## src/rtl/oneshot_timer.sv

```systemverilog
module oneshot_timer #(
  parameter int AW = 12,
  parameter int CW = 32,
  parameter logic [AW-1:0] CTRL_OFS = 'h320,
  parameter logic [AW-1:0] INIT_OFS = 'h380,
  parameter logic [AW-1:0] CUR_OFS  = 'h390
) (
  input  logic          clk,
  input  logic          rst_n,
  input  logic          tick,
  input  logic          bus_wr,
  input  logic [AW-1:0] bus_addr,
  input  logic [31:0]   bus_wdata,
  output logic [31:0]   bus_rdata,
  output logic          irq,
  output logic [7:0]    irq_vector
);

  logic [7:0]    vec_q;
  logic [2:0]    dlv_q;
  logic          msk_q;
  logic [1:0]    mode_q;
  logic [CW-1:0] init_q, cur_q;
  logic          irq_q;
  logic [7:0]    ivec_q;

  wire wr_ctrl = bus_wr && (bus_addr == CTRL_OFS);
  wire wr_init = bus_wr && (bus_addr == INIT_OFS);
  wire fire    = tick && (cur_q == CW'(1)) && !wr_init;
  wire unused_wdata = ^{bus_wdata[31:19], bus_wdata[15:11]};

  always_ff @(posedge clk) begin
    if (!rst_n) begin
      vec_q  <= '0;
      dlv_q  <= '0;
      msk_q  <= 1'b1;
      mode_q <= '0;
      init_q <= '0;
      cur_q  <= '0;
      irq_q  <= 1'b0;
      ivec_q <= '0;
    end else begin
      if (wr_ctrl) begin
        vec_q  <= bus_wdata[7:0];
        dlv_q  <= bus_wdata[10:8];
        msk_q  <= bus_wdata[16];
        mode_q <= bus_wdata[18:17];
      end
      if (wr_init) begin
        init_q <= bus_wdata[CW-1:0];
        cur_q  <= bus_wdata[CW-1:0];
      end else if (tick && cur_q != '0) begin
        cur_q <= cur_q - CW'(1);
      end
      irq_q <= fire && !msk_q && (mode_q == 2'd0);
      if (fire) ivec_q <= vec_q;
    end
  end

  always_comb begin
    bus_rdata = '0;
    if (bus_addr == CTRL_OFS)
      bus_rdata = {13'b0, mode_q, msk_q, 5'b0, dlv_q, vec_q};
    else if (bus_addr == INIT_OFS)
      bus_rdata = 32'(init_q);
    else if (bus_addr == CUR_OFS)
      bus_rdata = 32'(cur_q);
  end

  assign irq        = irq_q;
  assign irq_vector = ivec_q;

  p_dec_r4: assert property (@(posedge clk) disable iff (!rst_n)
    (tick && cur_q != '0 && !wr_init) |=> (cur_q == $past(cur_q - CW'(1))));
  p_hold_r4: assert property (@(posedge clk) disable iff (!rst_n)
    (!tick && !wr_init) |=> $stable(cur_q));
  p_stop_r5: assert property (@(posedge clk) disable iff (!rst_n)
    (wr_init && bus_wdata[CW-1:0] == '0) |=> (cur_q == '0 && !irq));
  p_single_r6: assert property (@(posedge clk) disable iff (!rst_n)
    irq |=> !irq);
  p_at_zero_r6: assert property (@(posedge clk) disable iff (!rst_n)
    irq |-> (cur_q == '0));
  p_masked_r7: assert property (@(posedge clk) disable iff (!rst_n)
    irq |-> $past(!msk_q && mode_q == 2'd0));
  p_load_r12: assert property (@(posedge clk) disable iff (!rst_n)
    wr_init |=> (cur_q == $past(bus_wdata[CW-1:0])));

endmodule

```

## config.mk

```make
export PLATFORM = sky130hd
export DESIGN_NAME = oneshot_timer
export DESIGN_NICKNAME = d
export VERILOG_FILES = /design/src/rtl/oneshot_timer.sv
export SDC_FILE = /design/constraint.sdc
export NUM_CORES = 1
export LEC_CHECK = 0
export ABC_AREA = 1
export BUFFER_PORTS_ARGS = -buffer_cell sky130_fd_sc_hd__buf_2
export CAP_MARGIN = 20
export CORE_AREA = 2 2 97 99
export CTS_CLUSTER_SIZE = 12
export DETAILED_ROUTE_END_ITERATION = 12
export DIE_AREA = 0 0 99 101
export PLACE_DENSITY = 0.78
export SLEW_MARGIN = 40
export SYNTH_ARGS = -nofsm -noshare
export SYNTH_HDL_FRONTEND = slang
export SYNTH_SLANG_ARGS = --single-unit
```

## constraint.sdc

```tcl
create_clock -name clk -period 2.1 [get_ports clk]
set_input_delay 0.105 -clock clk [delete_from_list [all_inputs] [get_ports clk]]
set_output_delay 0.105 -clock clk [all_outputs]
set_load 0.01 [all_outputs]
```

==> out/results.tsv, run 1 <==
metric	value	unit
filler_cell_count	897	
post-cts-setup-buffers	0	
fp.coreArea	8980	um2
drt_wl_total	14500	um
worst_pin_slew	0.512	ns
clock_buffers_created_by_tritoncts	9	
critPathLaunchType	flip-flop	
placedCellCount	968	
post-route-min-period	1.90	ns
firstDrtPassIters	5	
max_freq	525	MHz
slew_headroom	65.8	%
fin_setup_tns	0	ns
cts_root_buf	sky130_fd_sc_hd__clkbuf_8	
layout_worst_path_cycle_share	90.7	%
multiInputGateArea	2740	um2
vias_per_cell	5.43	
timing.critical_path.arrival	2.15	ns
design_area	5670	um2
grt_pass1_vias	5183	
clock_insertion_delay_worst_skew	0.36	ns
postRouteAntennaNets	0	
power_frac_seq	47.3	%
count_of_input_and_output_buffers	88	
ios	89	
worstHoldPathType	in -> reg	
seqCellArea	1740	um2
hold_viol	0	
mappedNetlistNets	831	
dpl.hpwl	10700	um
power-per-cell-area	670	nW/um2
dr.first_iter.drc_count	249	
insertedDiodeCount	0	
initial_utilization	54.4	%
tritoncts	yes	
total_power	3.80	mW
clock_pin_slew_worst_setup_and_hold_paths	0.10	ns
required	2.34	ns
detail_route.drc_violations	0	
timing.max_cap.violations	0	
crit_path_max_fanout	21	
layout.nets	920	
total_of_flip_flops_plus_latches_after_synthesis	87	
final-setup-viol-count	0	
rsz0062_at_grt	no	
cp-end-kind	flip-flop	
synthesis_warning_total	0	
switching_share	34.3	%
peakVddDrop	0.000411	V
cts_htree_levels	3	
seq_area_frac_synth	35.7	%
p_leak	2.75	nW
dpl-instance-area	5470	um2
combinationalPowerShare	25.3	%
floorplan.die_area	10000	um2
number_of_antenna_violations_at_the_first_check_in_global_routing	0	
timing_max_transition_violations_final	0	
grt.overflow.total	0	
timing.clock.skew	0.0172	ns
routed-via-count	5352	
net-switching-power	1.30	mW
clkSinkCount	87	
pwr-share-clk	27.4	%
mappedNetlistArea	4880	um2
worstSetupPathType	reg -> reg	
fin_util	63.2	%
syn_inst	781	
grt_max_degree	48	
grt_first_pass_wirelength	23900	um
max-clock-path-buffers	2	
dieHeight	101	um
grt.total_usage	29.4	%
gp_congestion	0.966	
layout_area_overhead	16.2	%
avgRoutedWirePerCell	14.7	um
rows	35	
status	finished, final reports clean	
syn-mean-instance-area	6.25	um2
layout-drive-gt1-share	16.6	%
internal_power_of_the_cells	2.50	mW
stdcell_count	985	
floorplan.die.width	99	um
synth.distinct_cells	31	
[per-stage QoR]
step | setup slack [ns] | hold slack, ns
2_1_floorplan | 0.339 | 0.235
3_3_place_gp | 0.246 | 0.352
3_5_place_dp | 0.141 | 0.360
4_1_cts | 0.115 | 0.00427
5_1_grt | 0.0313 | 0.0172
6_report | 0.196 | 0.0170
[cells in the mapped netlist]
library cell / n / share of area (%)
sky130_fd_sc_hd__o21ai_0: 73 / 7.5
sky130_fd_sc_hd__xor2_1: 11 / 2.0
sky130_fd_sc_hd__nor2_8: 2 / 0.82
sky130_fd_sc_hd__nand3b_1: 2 / 0.31
sky130_fd_sc_hd__buf_4: 3 / 0.46
sky130_fd_sc_hd__nor2_2: 5 / 0.64
sky130_fd_sc_hd__nand3_1: 40 / 4.1
sky130_fd_sc_hd__ha_1: 2 / 0.51
sky130_fd_sc_hd__buf_6: 2 / 0.46
sky130_fd_sc_hd__o211ai_1: 5 / 0.77
sky130_fd_sc_hd__inv_2: 2 / 0.15
sky130_fd_sc_hd__o22ai_1: 7 / 0.90
sky130_fd_sc_hd__nor3_2: 1 / 0.21
sky130_fd_sc_hd__nand2_4: 2 / 0.46
sky130_fd_sc_hd__clkbuf_1: 24 / 1.8
sky130_fd_sc_hd__a21oi_1: 51 / 5.2
sky130_fd_sc_hd__or2_1: 1 / 0.13
sky130_fd_sc_hd__dfxtp_1: 87 / 36
sky130_fd_sc_hd__nand2_1: 199 / 15
sky130_fd_sc_hd__nand2_2: 4 / 0.51
sky130_fd_sc_hd__nor3_1: 7 / 0.72
sky130_fd_sc_hd__buf_2: 3 / 0.31
sky130_fd_sc_hd__o21ai_1: 3 / 0.31
sky130_fd_sc_hd__nand4_1: 10 / 1.3
sky130_fd_sc_hd__nor2_1: 156 / 12
sky130_fd_sc_hd__o21a_1: 1 / 0.15
sky130_fd_sc_hd__nor2_4: 3 / 0.69
sky130_fd_sc_hd__o221ai_1: 3 / 0.54
sky130_fd_sc_hd__nand3_4: 1 / 0.36
sky130_fd_sc_hd__o21ai_4: 1 / 0.33
sky130_fd_sc_hd__inv_1: 70 / 5.4
[placed cells by master (no fill, tap or decap), types with 10 or more instances in the layout]
master	netlist	routed
sky130_fd_sc_hd__nand3_1	40	40
sky130_fd_sc_hd__xor2_1	11	11
sky130_fd_sc_hd__buf_2	3	88
sky130_fd_sc_hd__buf_4	3	19
sky130_fd_sc_hd__o21ai_0	73	73
sky130_fd_sc_hd__nor2_1	156	156
sky130_fd_sc_hd__dfxtp_1	87	87
sky130_fd_sc_hd__clkbuf_8	0	10
sky130_fd_sc_hd__inv_1	70	70
sky130_fd_sc_hd__a21oi_1	51	51
sky130_fd_sc_hd__nand4_1	10	10
sky130_fd_sc_hd__nand2_1	199	198
[layout make-up]
| cell class | count | share of cell area, % |
|---|---|---|
| Clock buffer | 11 | 2.49 |
| Clock inverter | 4 | 0.397 |
| Inverter | 72 | 4.76 |
| Multi-Input combinational cell | 590 | 48.2 |
| Sequential cell | 87 | 30.7 |
| Tap cell | 111 | 2.45 |
| Timing Repair Buffer | 110 | 11.0 |
[sequential cells by signal, indices dropped and copies added (netlist names)]
name        cells
irq             1
msk_q           1
vec_q           8
init_q         32
dlv_q           3
irq_vector      8
cur_q          32
mode_q          2
[path summary, 6_finish.rpt]
| check | from | to | slack, ns | cells after the start |
|---|---|---|---|---|
| worst max-delay path | cur_q[0] | cur_q[26] | 0.20 | 10 |
| worst max register to register | cur_q[0] | cur_q[26] | 0.20 | 10 |
| worst min register to register | mode_q[1] | irq | 0.43 | 1 |
| worst min-delay path | bus_wdata[29] | init_q[29] | 0.02 | 3 |
[power groups by stage]
stage | Combinational [mW] | Clock, mW | Sequential [mW]
detailed placement | 0.936 | 0 | 1.83
floorplan | 0.684 | 0 | 1.81
global route | 1.09 | 1.11 | 1.81
CTS | 0.946 | 1.05 | 1.80
global placement | 0.927 | 0 | 1.83
finish | 0.961 | 1.04 | 1.80
[timing repair]
action	4_1_cts	5_1_grt
hold buffers	2	0
gates resized for setup	0	3
hold endpoints to repair	2	0
endpoints found under the setup margin	0	15
[cell families (layout without fill, tap and decap cells)]
group,Yosys count,in the layout,share of synthesized area (%)
XOR/XNOR,11,11,1.97
adder cells (fa/ha/maj),2,2,0.512
buffers and inverters,104,197,8.61
flip-flops,87,87,35.7
AO/OA/AOI/OAI,144,144,15.7
AND/OR/NAND/NOR,433,433,37.5
[critical path: stages (launching register included)]
cell and delay, ns:
sky130_fd_sc_hd__dfxtp_1 0.34, sky130_fd_sc_hd__inv_1 0.15, sky130_fd_sc_hd__ha_4 0.19, sky130_fd_sc_hd__nand2_4 0.09, sky130_fd_sc_hd__nor2_8 0.16, sky130_fd_sc_hd__nand2_4 0.08, sky130_fd_sc_hd__o21ai_4 0.23, sky130_fd_sc_hd__nand2_2 0.10
sky130_fd_sc_hd__buf_4 0.21, sky130_fd_sc_hd__o21ai_0 0.18, sky130_fd_sc_hd__nor2_1 0.07
[routing by layer]
| layer | wire, um | track usage (%) | part of all wire, % | vias to the layer above |
|---|---|---|---|---|
| met2 | 7030 | 51.8 | 49 | 198 |
| met1 | 6260 | 36.0 | 43 | 2449 |
| met4 | 428 | 11.9 | 3.0 | 0 |
| li1 | - | - | - | 2673 |
| met3 | 762 | 4.51 | 5.3 | 32 |
| met5 | 0 | 0 | 0 | - |
No activity file was read; power rests on OpenSTA's default activity.
==> run 2, diff against run 1 <==
==> constraint.sdc (replaced) <==
create_clock -name clk -period 2.1 [get_ports clk]
set_input_delay 0.63 -clock clk [delete_from_list [all_inputs] [get_ports clk]]
set_output_delay 0.63 -clock clk [all_outputs]
set_load 0.01 [all_outputs]
==> run 2 against run 1 <==
  * The flow now finishes with violations (setup timing)
  * Design area is 13% higher
  * Register-to-register slack worse by 0.03 ns
  * Clock-buffer cell count is 1 lower
  * Clock skew is 0.0086 ns lower
  * Global-route usage is 1.4 points higher
  * First-iteration DRC count is 120% higher
  * Hold slack better by 0.43 ns
  * Total power is 3.3% higher
  * Sequential power hardly changed
  * Largest cell class unchanged
  * Largest power group unchanged
  * Highest routed layer unchanged
==> out/results.tsv, run 2 (synthesis results as in run 1) <==
metric	value	unit	change
max-clock-path-buffers	2		unchanged
power-per-cell-area	610	nW/um2	-9.0%
filler_cell_count	719		-20%
count_of_input_and_output_buffers	88		unchanged
gp_congestion	0.972		+0.67%
seqCellArea	1740	um2	unchanged
hold_viol	0		unchanged
layout-drive-gt1-share	25.7	%	+9.1 points
dieHeight	101	um	unchanged
critical_path.top_delay_family	buffers and inverters		
layout.nets	944		+2.6%
rsz0062_at_grt	yes		
fp.coreArea	8980	um2	unchanged
floorplan.die_area	10000	um2	unchanged
hold_path.startpoint	mode_q[1]		
cp_cell_sequence	buf_2, nor2_4, nand2_4, nor2_4, nand4_1, buf_6, clkbuf_16, o211ai_1, buf_2		
p_leak	3.11	nW	+13%
clock_buffers_created_by_tritoncts	9		unchanged
worst_path_max_delay_cell	sky130_fd_sc_hd__o211ai_1		
rrSetupSlack	0.17	ns	-0.03 ns
post-route-min-period	2.52	ns	+0.613 ns
layout_worst_path_cycle_share	120	%	+29 points
rows	35		unchanged
worstSetupPathType	in -> out		
required	1.47	ns	-0.87 ns
avgRoutedWirePerCell	15.9	um	+8.0%
grt_pass1_vias	5262		+1.5%
worst_pin_slew	0.474	ns	-0.0385 ns
design_area	6440	um2	+13%
max_freq	397	MHz	-24%
routed-via-count	5697		+6.4%
final_common_cell	sky130_fd_sc_hd__nand2_1		
grt.overflow.total	0		unchanged
grt.total_usage	30.8	%	+1.4 points
timing_max_transition_violations_final	0		unchanged
dr.first_iter.drc_count	541		+120%
insertedDiodeCount	0		unchanged
firstDrtPassIters	5		unchanged
path_buf_inv	4		+2
peakVddDrop	0.000393	V	-4.3%
cts_root_buf	sky130_fd_sc_hd__clkbuf_8		
clkSinkCount	87		unchanged
failed_checks	setup timing		
postRouteAntennaNets	0		unchanged
cp-end-kind	output pin		
rr_endpoint	cur_q[9]		
timing.max_cap.violations	0		unchanged
slew_headroom	68.4	%	+2.6 points
initial_utilization	54.4	%	unchanged
cts_htree_levels	3		unchanged
dpl.hpwl	10700	um	-0.22%
critPathMaxStageDelay	0.18	ns	-0.16 ns
detail_route.drc_violations	0		unchanged
worstHoldPathType	reg -> reg		
post_route_worst_setup_slack	-0.417	ns	-0.613 ns
layout.cells.most_common_list	187 x sky130_fd_sc_hd__nand2_1, 145 x sky130_fd_sc_hd__nor2_1, 87 x sky130_fd_sc_hd__dfxtp_1		
timing.critical_path.arrival	1.89	ns	-0.26 ns
dpl-instance-area	5760	um2	+5.2%
critPathLaunchType	input port		
hold_slack	0.443	ns	+0.426 ns
r2r-start	cur_q[0]		
ios	89		unchanged
layout_area_overhead	31.8	%	
final-setup-viol-count	32		+32
holdPathStages	1		-2
rr_worst_depth	11		+1
vias_per_cell	5.64		+3.8%
number_of_antenna_violations_at_the_first_check_in_global_routing	0		unchanged
multiInputGateArea	3020	um2	+10%
grt_max_degree	41		-15%
floorplan.die.width	99	um	unchanged
status	complete, but fails checks		
timing.clock.skew	0.00861	ns	-0.00861 ns
grt_first_pass_wirelength	24900	um	+4.3%
post_cts_hold_buffer_count	0		-2
whs_endpoint	irq		
largest_registers	cur_q: 32 flops, init_q: 32 flops		
crit_path_max_fanout	8		-62%
clock_pin_slew_worst_setup_and_hold_paths	0.09	ns	about the same
drt_wl_total	16000	um	+11%
tritoncts	yes		
clock_insertion_delay_worst_skew	0.37	ns	about the same
run 2: stage by stage:
stage | total power, mW | cells | util (%) | setup WS, ns | TNS, ns
global route | 4.14 | 1010 | 71.7 | -0.457 | -12.94
detailed placement | 2.78 | 977 | 64.1 | -0.352 | -10.29
floorplan | 2.51 | 781 | - | -0.161 | -2.74
global placement | 2.75 | 977 | 64.1 | -0.317 | -8.48
CTS | 3.88 | 999 | 68.6 | -0.333 | -9.15
finish | 3.92 | 1010 | 71.7 | -0.417 | -11.42
run 2: layout make-up:
cell class | instances | area share [%]
tap | 111 | 2.16
inverter | 72 | 4.32
clock inverter | 6 | 0.700
multi-input combinational | 590 | 46.9
clock buffer | 10 | 2.14
sequential | 87 | 27.1
timing repair buffer | 134 | 16.8
run 2: layer usage:
layer	track usage (%)	vias up	part of all wire, %
li1	-	2731	-
met1	36.9	2624	39
met2	55.7	286	50
met3	3.74	56	7.0
met4	13.1	0	4.0
met5	0	-	0
run 2: worst register-to-register path: cells and delay by family (launching register included):
family | cells | cell delay [ns]
compound gates | 1 | 0.16
fa+ha+maj | 1 | 0.28
simple gates | 7 | 0.80
buf+inv | 2 | 0.30
flops | 1 | 0.33
run 2: worst max-delay path by stage:
stage | end | depth (start not counted) | start | slack (ns)
after floorplan | bus_rdata[10] | 7 | bus_addr[1] | -0.16
after global placement | bus_rdata[8] | 11 | bus_addr[4] | -0.32
after detailed placement | bus_rdata[8] | 11 | bus_addr[4] | -0.35
after CTS | bus_rdata[0] | 11 | bus_addr[4] | -0.33
after global routing | bus_rdata[3] | 9 | bus_addr[3] | -0.46
final | bus_rdata[3] | 9 | bus_addr[0] | -0.42
run 2: repair_timing:
item / 4_1_cts / 5_1_grt
pin swaps: 3 / 11
setup buffers: 5 / 8
gates cloned: 2 / 4
resized for setup: 32 / 25
setup endpoints to repair: 32 / 39
run 2: report_power, final:
group / switching [mW] / total (mW) / internal [mW]
clock: 0.646 / 1.11 / 0.466
sequential: 0.0877 / 1.80 / 1.71
combinational: 0.663 / 1.01 / 0.347
==> run 3, diff against run 2 <==
- GPL_TIMING_DRIVEN: default -> 1
- SKIP_LAST_GASP: default -> 1
==> run 3 against run 2 <==
  * The run still ends with setup timing left
  * Hold slack about the same
  * Flip-flop and latch count stayed put
  * Die area did not move
  * Critical path depth is the same
  * Sequential power barely moved
  * Non-clock buffer count rose by 2
  * Largest cell class unchanged
  * Highest routed layer unchanged
==> out/results.tsv, run 3 (synthesis results as in run 1) <==
metric	value	unit	change
status	complete, but fails checks		
failed_checks	setup timing		
r2r-start	cur_q[0]		
postRouteAntennaNets	0		unchanged
combinationalPowerShare	25.6	%	about the same
number_of_antenna_violations_at_the_first_check_in_global_routing	0		unchanged
detail_route.drc_violations	0		unchanged
worstHoldPathType	reg -> reg		
switching_share	35.7	%	+0.076 points
firstDrtPassIters	5		unchanged
layout_area_overhead	30.2	%	
power_frac_seq	45.9	%	about the same
cp-end-kind	output pin		
gp_congestion	0.972		unchanged
floorplan.die.width	99	um	unchanged
clock_pin_slew_worst_setup_and_hold_paths	0.10	ns	about the same
max-clock-path-buffers	2		unchanged
rsz0062_at_grt	yes		
hold_viol	0		unchanged
count_of_input_and_output_buffers	88		unchanged
post_route_worst_setup_slack	-0.510	ns	-0.0922 ns
final_common_cell	sky130_fd_sc_hd__nand2_1		
cts_root_buf	sky130_fd_sc_hd__clkbuf_8		
largest_registers	cur_q: 32 flops, init_q: 32 flops		
clock_insertion_delay_worst_skew	0.37	ns	about the same
post-route-min-period	2.61	ns	+0.0922 ns
peakVddDrop	0.000386	V	-1.6%
required	1.47	ns	about the same
total_power	3.93	mW	about the same
slew_headroom	67.6	%	-0.78 points
net-switching-power	1.40	mW	+0.27%
floorplan.die_area	10000	um2	unchanged
p_leak	3.10	nW	-0.36%
critPathLaunchType	input port		
critPathLaunch	bus_addr[3]		
clkSinkCount	87		unchanged
layout.cells.most_common_list	191 x sky130_fd_sc_hd__nand2_1, 152 x sky130_fd_sc_hd__nor2_1, 87 x sky130_fd_sc_hd__dfxtp_1		
grt_pass1_vias	5256		-0.11%
placedCellCount	977		unchanged
worst_pin_slew	0.486	ns	+0.0118 ns
grt_first_pass_wirelength	24800	um	-0.44%
layout_worst_path_cycle_share	124	%	+4.4 points
fp.coreArea	8980	um2	unchanged
ios	89		unchanged
worstSetupPathType	in -> out		
layout.nets	946		+0.21%
timing.clock.skew	0.00853	ns	-0.0000855 ns
grt_max_degree	41		unchanged
layout-drive-gt1-share	24.0	%	-1.7 points
dpl.hpwl	10700	um	unchanged
timing.max_cap.violations	0		unchanged
pwr-share-clk	28.5	%	about the same
power-per-cell-area	618	nW/um2	+1.3%
insertedDiodeCount	0		unchanged
grt.overflow.total	0		unchanged
avgRoutedWirePerCell	16.1	um	+1.3%
rows	35		unchanged
dr.first_iter.drc_count	484		-11%
clock_buffers_created_by_tritoncts	9		unchanged
crit_path_max_fanout	8		unchanged
final-setup-viol-count	37		+16%
internal_power_of_the_cells	2.53	mW	about the same
initial_utilization	54.4	%	unchanged
post_cts_hold_buffer_count	0		unchanged
fin_util	70.8	%	-0.91 points
timing_max_transition_violations_final	0		unchanged
vias_per_cell	5.63		-0.22%
dieHeight	101	um	unchanged
stdcell_count	1012		+0.20%
drt_wl_total	16300	um	+1.5%
routed-via-count	5696		-0.018%
timing.critical_path.arrival	1.98	ns	+0.09 ns
max_freq	383	MHz	-3.5%
grt.total_usage	30.6	%	-0.20 points
cts_htree_levels	3		unchanged
tritoncts	yes		
hold_path.startpoint	mode_q[1]		
==> run 3: changes by cell type in the layout (fill, tap and decap cells not counted), sizes merged <==
cell,delta
buf,+3
clkbuf,-1
==> run 3: area by class of cell <==
type                    count  area [um2]
well taps                 111         139
fillers                   737        2620
clock buffers              10         138
inverters                  72         280
repair buffers            136        1070
multi-input cells         590        2940
clock inverters             6        45.0
flip-flops and latches     87        1740
==> run 3: repair_timing <==
item,CTS,global route
buffers inserted,5,10
setup endpoints to repair,32,39
cloned,2,4
gates resized for setup,19,21
pin swaps,3,6
==> run 3: path summary, 6_finish.rpt <==
check	slack, ns	cells past startpoint	to
worst max-delay path	-0.51	9	bus_rdata[30]
worst min-delay path	0.44	1	irq
worst max register to register	0.20	11	cur_q[7]
worst min register to register	0.44	1	irq
==> run 3: critical path: stages <==
cell and delay, ns:
sky130_fd_sc_hd__buf_6 0.09, sky130_fd_sc_hd__nor2_4 0.12, sky130_fd_sc_hd__nand2_4 0.08, sky130_fd_sc_hd__nor2_4 0.16, sky130_fd_sc_hd__nand4_1 0.20, sky130_fd_sc_hd__buf_4 0.23
sky130_fd_sc_hd__clkbuf_16 0.17, sky130_fd_sc_hd__o21ai_2 0.13, sky130_fd_sc_hd__buf_2 0.15
==> run 3: metal layers <==
metal	routed length, um	vias up	GRT usage [%]
li1	-	2733	-
met1	6450	2633	36.9
met2	8100	281	55.2
met3	1210	49	4.51
met4	516	0	11.4
met5	0	-	0
==> run 3: through the flow <==
| stage | worst slack (ns) | hold slack, ns | instance area, um2 | TNS, ns |
|---|---|---|---|---|
| after floorplan | -0.161 | 0.399 | 5070 | -2.74 |
| after global placement | -0.317 | 0.415 | 5760 | -8.48 |
| after detailed placement | -0.352 | 0.418 | 5760 | -10.29 |
| after CTS | -0.334 | 0.438 | 6100 | -9.33 |
| after global routing | -0.574 | 0.451 | 6350 | -16.20 |
| final | -0.510 | 0.443 | 6350 | -13.69 |
==> run 3: power by group through the flow <==
stage / Clock, mW / Sequential, mW / Combinational [mW]
floorplan: 0 / 1.81 / 0.698
global placement: 0 / 1.83 / 0.917
detailed placement: 0 / 1.83 / 0.942
CTS: 1.13 / 1.80 / 0.959
global route: 1.19 / 1.81 / 1.13
finish: 1.12 / 1.80 / 1.01
